## src/rtl/tcm_sel_pkg.sv

```systemverilog
package tcm_sel_pkg;

  // Strobes from the control FSM to the datapath.
  typedef struct packed {
    logic capture;    // latch address and resolved target, move prediction
    logic useCapture; // drive the array address from the captured copy
  } selCtrl_t;

  typedef enum logic {
    ST_RUN   = 1'b0,
    ST_STALL = 1'b1
  } selState_t;

endpackage

```

## src/rtl/tcm_sel_datapath.sv

```systemverilog
module tcm_sel_datapath
  import tcm_sel_pkg::*;
#(
  parameter int ADDR_W = 32
) (
  input  logic              clk,
  input  logic              rstN,
  input  selCtrl_t          ctrl,
  input  logic [ADDR_W-1:0] reqAddr,
  input  logic              reqTarget,
  output logic              predTcm,
  output logic [ADDR_W-1:0] arrayAddr
);

  logic [ADDR_W-1:0] capAddr;

  // Prediction register: last resolved target on this side.
  always_ff @(posedge clk) begin
    if (!rstN) begin
      predTcm <= 1'b0;
      capAddr <= '0;
    end else if (ctrl.capture) begin
      predTcm <= reqTarget;
      capAddr <= reqAddr;
    end
  end

  always_comb begin
    arrayAddr = ctrl.useCapture ? capAddr : reqAddr;
  end

  // The prediction may only move when the control asks for a capture.
  AST_PRED_MOVES_ON_CAPTURE: assert property (@(posedge clk) disable iff (!rstN)
    !ctrl.capture |=> $stable(predTcm));

endmodule

```

## src/rtl/tcm_sel_control.sv

```systemverilog
module tcm_sel_control
  import tcm_sel_pkg::*;
#(
  parameter int PENALTY = 3
) (
  input  logic     clk,
  input  logic     rstN,
  input  logic     reqValid,
  input  logic     reqSeq,
  input  logic     reqTarget,
  input  logic     predTcm,
  output selCtrl_t ctrl,
  output logic     arrayEn,
  output logic     ready,
  output logic     replayPulse
);

  localparam int EXTRA = PENALTY - 1;
  localparam int CW    = $clog2(EXTRA + 1);
  localparam logic [CW-1:0] CNT_START = CW'(EXTRA);
  localparam logic [CW-1:0] CNT_LAST  = CW'(1);

  selState_t state;
  logic [CW-1:0] waitCnt;
  logic mispredict;

  always_comb begin
    mispredict = (state == ST_RUN) && reqValid && !reqSeq && (reqTarget != predTcm);
  end

  always_ff @(posedge clk) begin
    if (!rstN) begin
      state   <= ST_RUN;
      waitCnt <= '0;
    end else begin
      case (state)
        ST_RUN: begin
          if (mispredict) begin
            state   <= ST_STALL;
            waitCnt <= CNT_START;
          end
        end
        ST_STALL: begin
          waitCnt <= waitCnt - CW'(1);
          if (waitCnt == CNT_LAST) state <= ST_RUN;
        end
        default: state <= ST_RUN;
      endcase
    end
  end

  always_comb begin
    ctrl.capture    = mispredict;
    ctrl.useCapture = (state == ST_STALL);
    replayPulse     = (state == ST_STALL) && (waitCnt == CNT_START);
    ready           = (state == ST_RUN) ? !mispredict : (waitCnt == CNT_LAST);
    arrayEn         = ((state == ST_RUN) && reqValid) || replayPulse;
  end

  AST_MISS_THEN_REPLAY: assert property (@(posedge clk) disable iff (!rstN)
    mispredict |=> replayPulse);
  AST_REPLAY_STALLS: assert property (@(posedge clk) disable iff (!rstN)
    replayPulse |-> !ready);
  AST_SEQ_SINGLE_CYCLE: assert property (@(posedge clk) disable iff (!rstN)
    (state == ST_RUN && reqValid && reqSeq) |-> ready);
  AST_NO_BACK_TO_BACK_REPLAY: assert property (@(posedge clk) disable iff (!rstN)
    replayPulse |=> !replayPulse);

endmodule

```

## src/rtl/tcm_sel_predictor.sv

```systemverilog
module tcm_sel_predictor
  import tcm_sel_pkg::*;
#(
  parameter int ADDR_W  = 32,
  parameter int PENALTY = 3
) (
  input  logic              clk,
  input  logic              rstN,
  input  logic              reqValid,
  input  logic [ADDR_W-1:0] reqAddr,
  input  logic              reqSeq,
  input  logic              reqTarget,
  output logic              arraySel,
  output logic              arrayEn,
  output logic [ADDR_W-1:0] arrayAddr,
  output logic              ready,
  output logic              replayPulse
);

  selCtrl_t ctrl;
  logic predTcm;

  tcm_sel_control #(.PENALTY(PENALTY)) uCtrl (
    .clk         (clk),
    .rstN        (rstN),
    .reqValid    (reqValid),
    .reqSeq      (reqSeq),
    .reqTarget   (reqTarget),
    .predTcm     (predTcm),
    .ctrl        (ctrl),
    .arrayEn     (arrayEn),
    .ready       (ready),
    .replayPulse (replayPulse)
  );

  tcm_sel_datapath #(.ADDR_W(ADDR_W)) uData (
    .clk       (clk),
    .rstN      (rstN),
    .ctrl      (ctrl),
    .reqAddr   (reqAddr),
    .reqTarget (reqTarget),
    .predTcm   (predTcm),
    .arrayAddr (arrayAddr)
  );

  assign arraySel = predTcm;

  AST_REPLAY_TARGET: assert property (@(posedge clk) disable iff (!rstN)
    (reqValid && !reqSeq && ready && arrayEn) |=> (arraySel == $past(reqTarget)));
  AST_REPLAY_ADDR: assert property (@(posedge clk) disable iff (!rstN)
    replayPulse |=> (arrayAddr == $past(arrayAddr) || ready));

endmodule

```

## config.mk

```make
export PLATFORM = sky130hd
export DESIGN_NAME = tcm_sel_predictor
export DESIGN_NICKNAME = d
export VERILOG_FILES = /design/src/rtl/tcm_sel_pkg.sv /design/src/rtl/tcm_sel_datapath.sv /design/src/rtl/tcm_sel_control.sv /design/src/rtl/tcm_sel_predictor.sv
export SDC_FILE = /design/constraint.sdc
export NUM_CORES = 1
export LEC_CHECK = 0
export CORE_ASPECT_RATIO = 1.2
export CORE_MARGIN = 8
export CORE_UTILIZATION = 45
export DETAILED_ROUTE_END_ITERATION = 16
export GPL_ROUTABILITY_DRIVEN = 0
export PLACE_DENSITY = 0.92
export SLEW_MARGIN = 20
export SYNTH_ARGS = -nofsm -noshare
export SYNTH_HDL_FRONTEND = slang
export SYNTH_SLANG_ARGS = --single-unit
```

## constraint.sdc

```tcl
create_clock -name clk -period 2.38 [get_ports clk]
set_clock_uncertainty 0.2 [all_clocks]
set_input_delay 0.357 -clock clk [delete_from_list [all_inputs] [get_ports clk]]
set_output_delay 0.357 -clock clk [all_outputs]
set_load 0.02 [all_outputs]
```

==> reports/qor.yml <==
outcome:
  outcome: "finished clean"
sta:
  final.setup.tns_ns: 0
  layout_setup_ws_ns: 0.0687
  setup_viol: 0
  rsz0062_at_grt: "no"
  fmax_mhz: 433
  hold_viol_final: 0
  report.final.slew_viol_count: 0
  fin_crit_sh: 0.971
  fin_crit_ns: 2.31
  worstMarginPinSlew_ns: 0.560
  relSlewSlack: 0.627
synthesis:
  ys_ff_latch: 36
  post_synth_num_cell_types: 22
  ys_seq_area_frac: 0.377
  netlist_area_sq_mm: 0.00191
  synthCells: 199
  synth_warnings: 0
  syn-num-nets: 238
  avgSynthCellArea_sq_um: 9.61
layout:
  mostFrequentLayoutCell: "clkdlybuf4s50_1"
  antenna_cells: 0
  syn_to_final_growth_pct: 43.0
  layout-drive-gt1-share: 0.190
  multi_input_comb_area_sq_mm: 0.00106
  finalNetCount: 307
  ff_latch_area_sq_um: 722
  fin_area_sq_mm: 0.00274
  fillCellCount: 355
  final_cell_mix: "clkdlybuf4s50_1, nand2_1, dfxtp_1"
clock_tree:
  hold_buffers: 0
  cts_htree_levels: 2
  clkTransAtPathRegs_ns: 0.07
  numCtsBuffers: 5
  cts_buffer_depth: 2
  clk_latency_ns: 0.28
  cts_sinks: 36
  clockRootBuffer: "clkbuf_8"
  cts_tree: "done"
worst_setup_path:
  cp.required_ns: 1.82
  worstPathMaxFanout: 19
  cp-start-kind: "register"
  endpoint_kind: "output port"
  criticalPathCategory: "register to output port"
  critical_path_arrival_ns: 1.75
grt:
  met1_usage: 0.157
  grt_max_degree: 42
  grt_pass1_wl_mm: 7.58
  gr-usage-all-layers: 0.147
  grt_pass1_vias: 1693
  antenna_found_initial: 0
  grtUsageMet3: 0.0449
  gr-usage-met2: 0.265
  busiest_layer: "met2"
  grt_overflow: 0
floorplanning:
  die_x_um: 75.5
  start_util: 0.459
  die_y_um: 87.4
  num_rows: 26
  core_area_sq_mm: 0.00416
  die_area_sq_mm: 0.00660
  io_pins: 73
routing:
  wirelength_mm: 4.64
  num_vias: 1583
  first_pass_iters: 4
  ant_nets: 0
  drc: 0
  vias_per_cell: 4.87
  drt-wirelength-per-cell_um: 14.3
  drt_iter0_drc: 76
power_and_ir_drop:
  p_leak_nw: 1.06
  cellPowerDensity_mw_per_mm2: 542
  total_power_mw: 1.48
  max-vdd-ir-drop_v: 0.000410
placed_design:
  postPlaceCellArea_sq_mm: 0.00263
  dp_hpwl_mm: 3.37
  portBuffers: 72
  pre_cts_ws_ns: 0.00265
run:
  maxCapViolCount: 0
worst_hold_path:
  hp-class: "register to register"
==> layer usage <==
layer,part of all wire,vias to the layer above
met5,0,-
met4,0.0080,0
met3,0.063,4
met2,0.53,46
met1,0.40,734
li1,-,799
==> critical path: stages, from the launching register on <==
cell             delay [ns]
dfxtp_2                0.35
buf_6                  0.21
mux2_2                 0.37
clkdlybuf4s50_1        0.54
==> cells in the mapped netlist (all sizes together) <==
cell type	count	area [sq um]
and2	2	15.0
buf	11	105
clkbuf	5	18.8
dfxtp	36	721
ha	2	25.0
inv	2	7.51
mux2	33	372
mux2i	33	330
nand2	64	240
nand2b	1	6.26
nand3	1	5.00
nand3b	1	7.51
nor2	1	3.75
nor2b	2	12.5
nor3b	1	12.5
o21a	1	7.51
o21ai	1	5.00
o311a	1	10.0
xor2	1	8.76
==> per-stage QoR <==
stage,instances,utilization,hold slack (ns)
6_report,325,0.657,0.257
3_3_place_gp,317,0.633,0.239
5_1_grt,325,0.657,0.279
3_5_place_dp,317,0.633,0.249
2_1_floorplan,199,-,0.231
4_1_cts,325,0.655,0.259
==> report_power, final <==
group | internal, mW | switching (mW)
logic | 0.218 | 0.179
registers | 0.630 | 0.0150
clock network | 0.231 | 0.210
==> flip-flops by register name, summed over array words and instances, names as in the netlist <==
name           cells
uCtrl.state        1
uData.predTcm      1
uData.capAddr     32
uCtrl.waitCnt      2
==> final cells by class <==
cell class | count | area share
Clock buffer | 6 | 0.0302
Clock inverter | 2 | 0.00366
Inverter | 2 | 0.00274
Multi-Input combinational cell | 145 | 0.388
Sequential cell | 36 | 0.264
Tap cell | 56 | 0.0256
Timing Repair Buffer | 78 | 0.286
==> timing repair <==
action	4_1_cts	5_1_grt
pin swaps	0	0
resized for setup	2	3
setup endpoints to repair	8	3
buffers inserted	0	0
==> path summary, 6_finish.rpt <==
path / startpoint / to / slack (ns) / depth (start not counted)
worst max-delay path: uCtrl.state$_SDFF_PN0_ / arrayAddr[25] / 0.07 / 3
worst min-delay path: uData.capAddr[11]$_SDFFE_PN0P_ / uData.capAddr[11]$_SDFFE_PN0P_ / 0.26 / 2
worst max register to register: uCtrl.state$_SDFF_PN0_ / uData.capAddr[23]$_SDFFE_PN0P_ / 0.46 / 5
worst min register to register: uData.capAddr[11]$_SDFFE_PN0P_ / uData.capAddr[11]$_SDFFE_PN0P_ / 0.26 / 2
==> cell families (layout without fill, tap and decap cells) <==
family                   Yosys count  after routing  synth area share
AO/OA/AOI/OAI                      3              3            0.0118
XOR/XNOR                           1              1           0.00458
AND/OR/NAND/NOR                   73             73             0.158
adder cells (fa/ha/maj)            2              2            0.0131
flip-flops                        36             36             0.377
buffers and inverters             18             88            0.0687
multiplexers                      66             66             0.367
(Power assumes the default switching activity.)
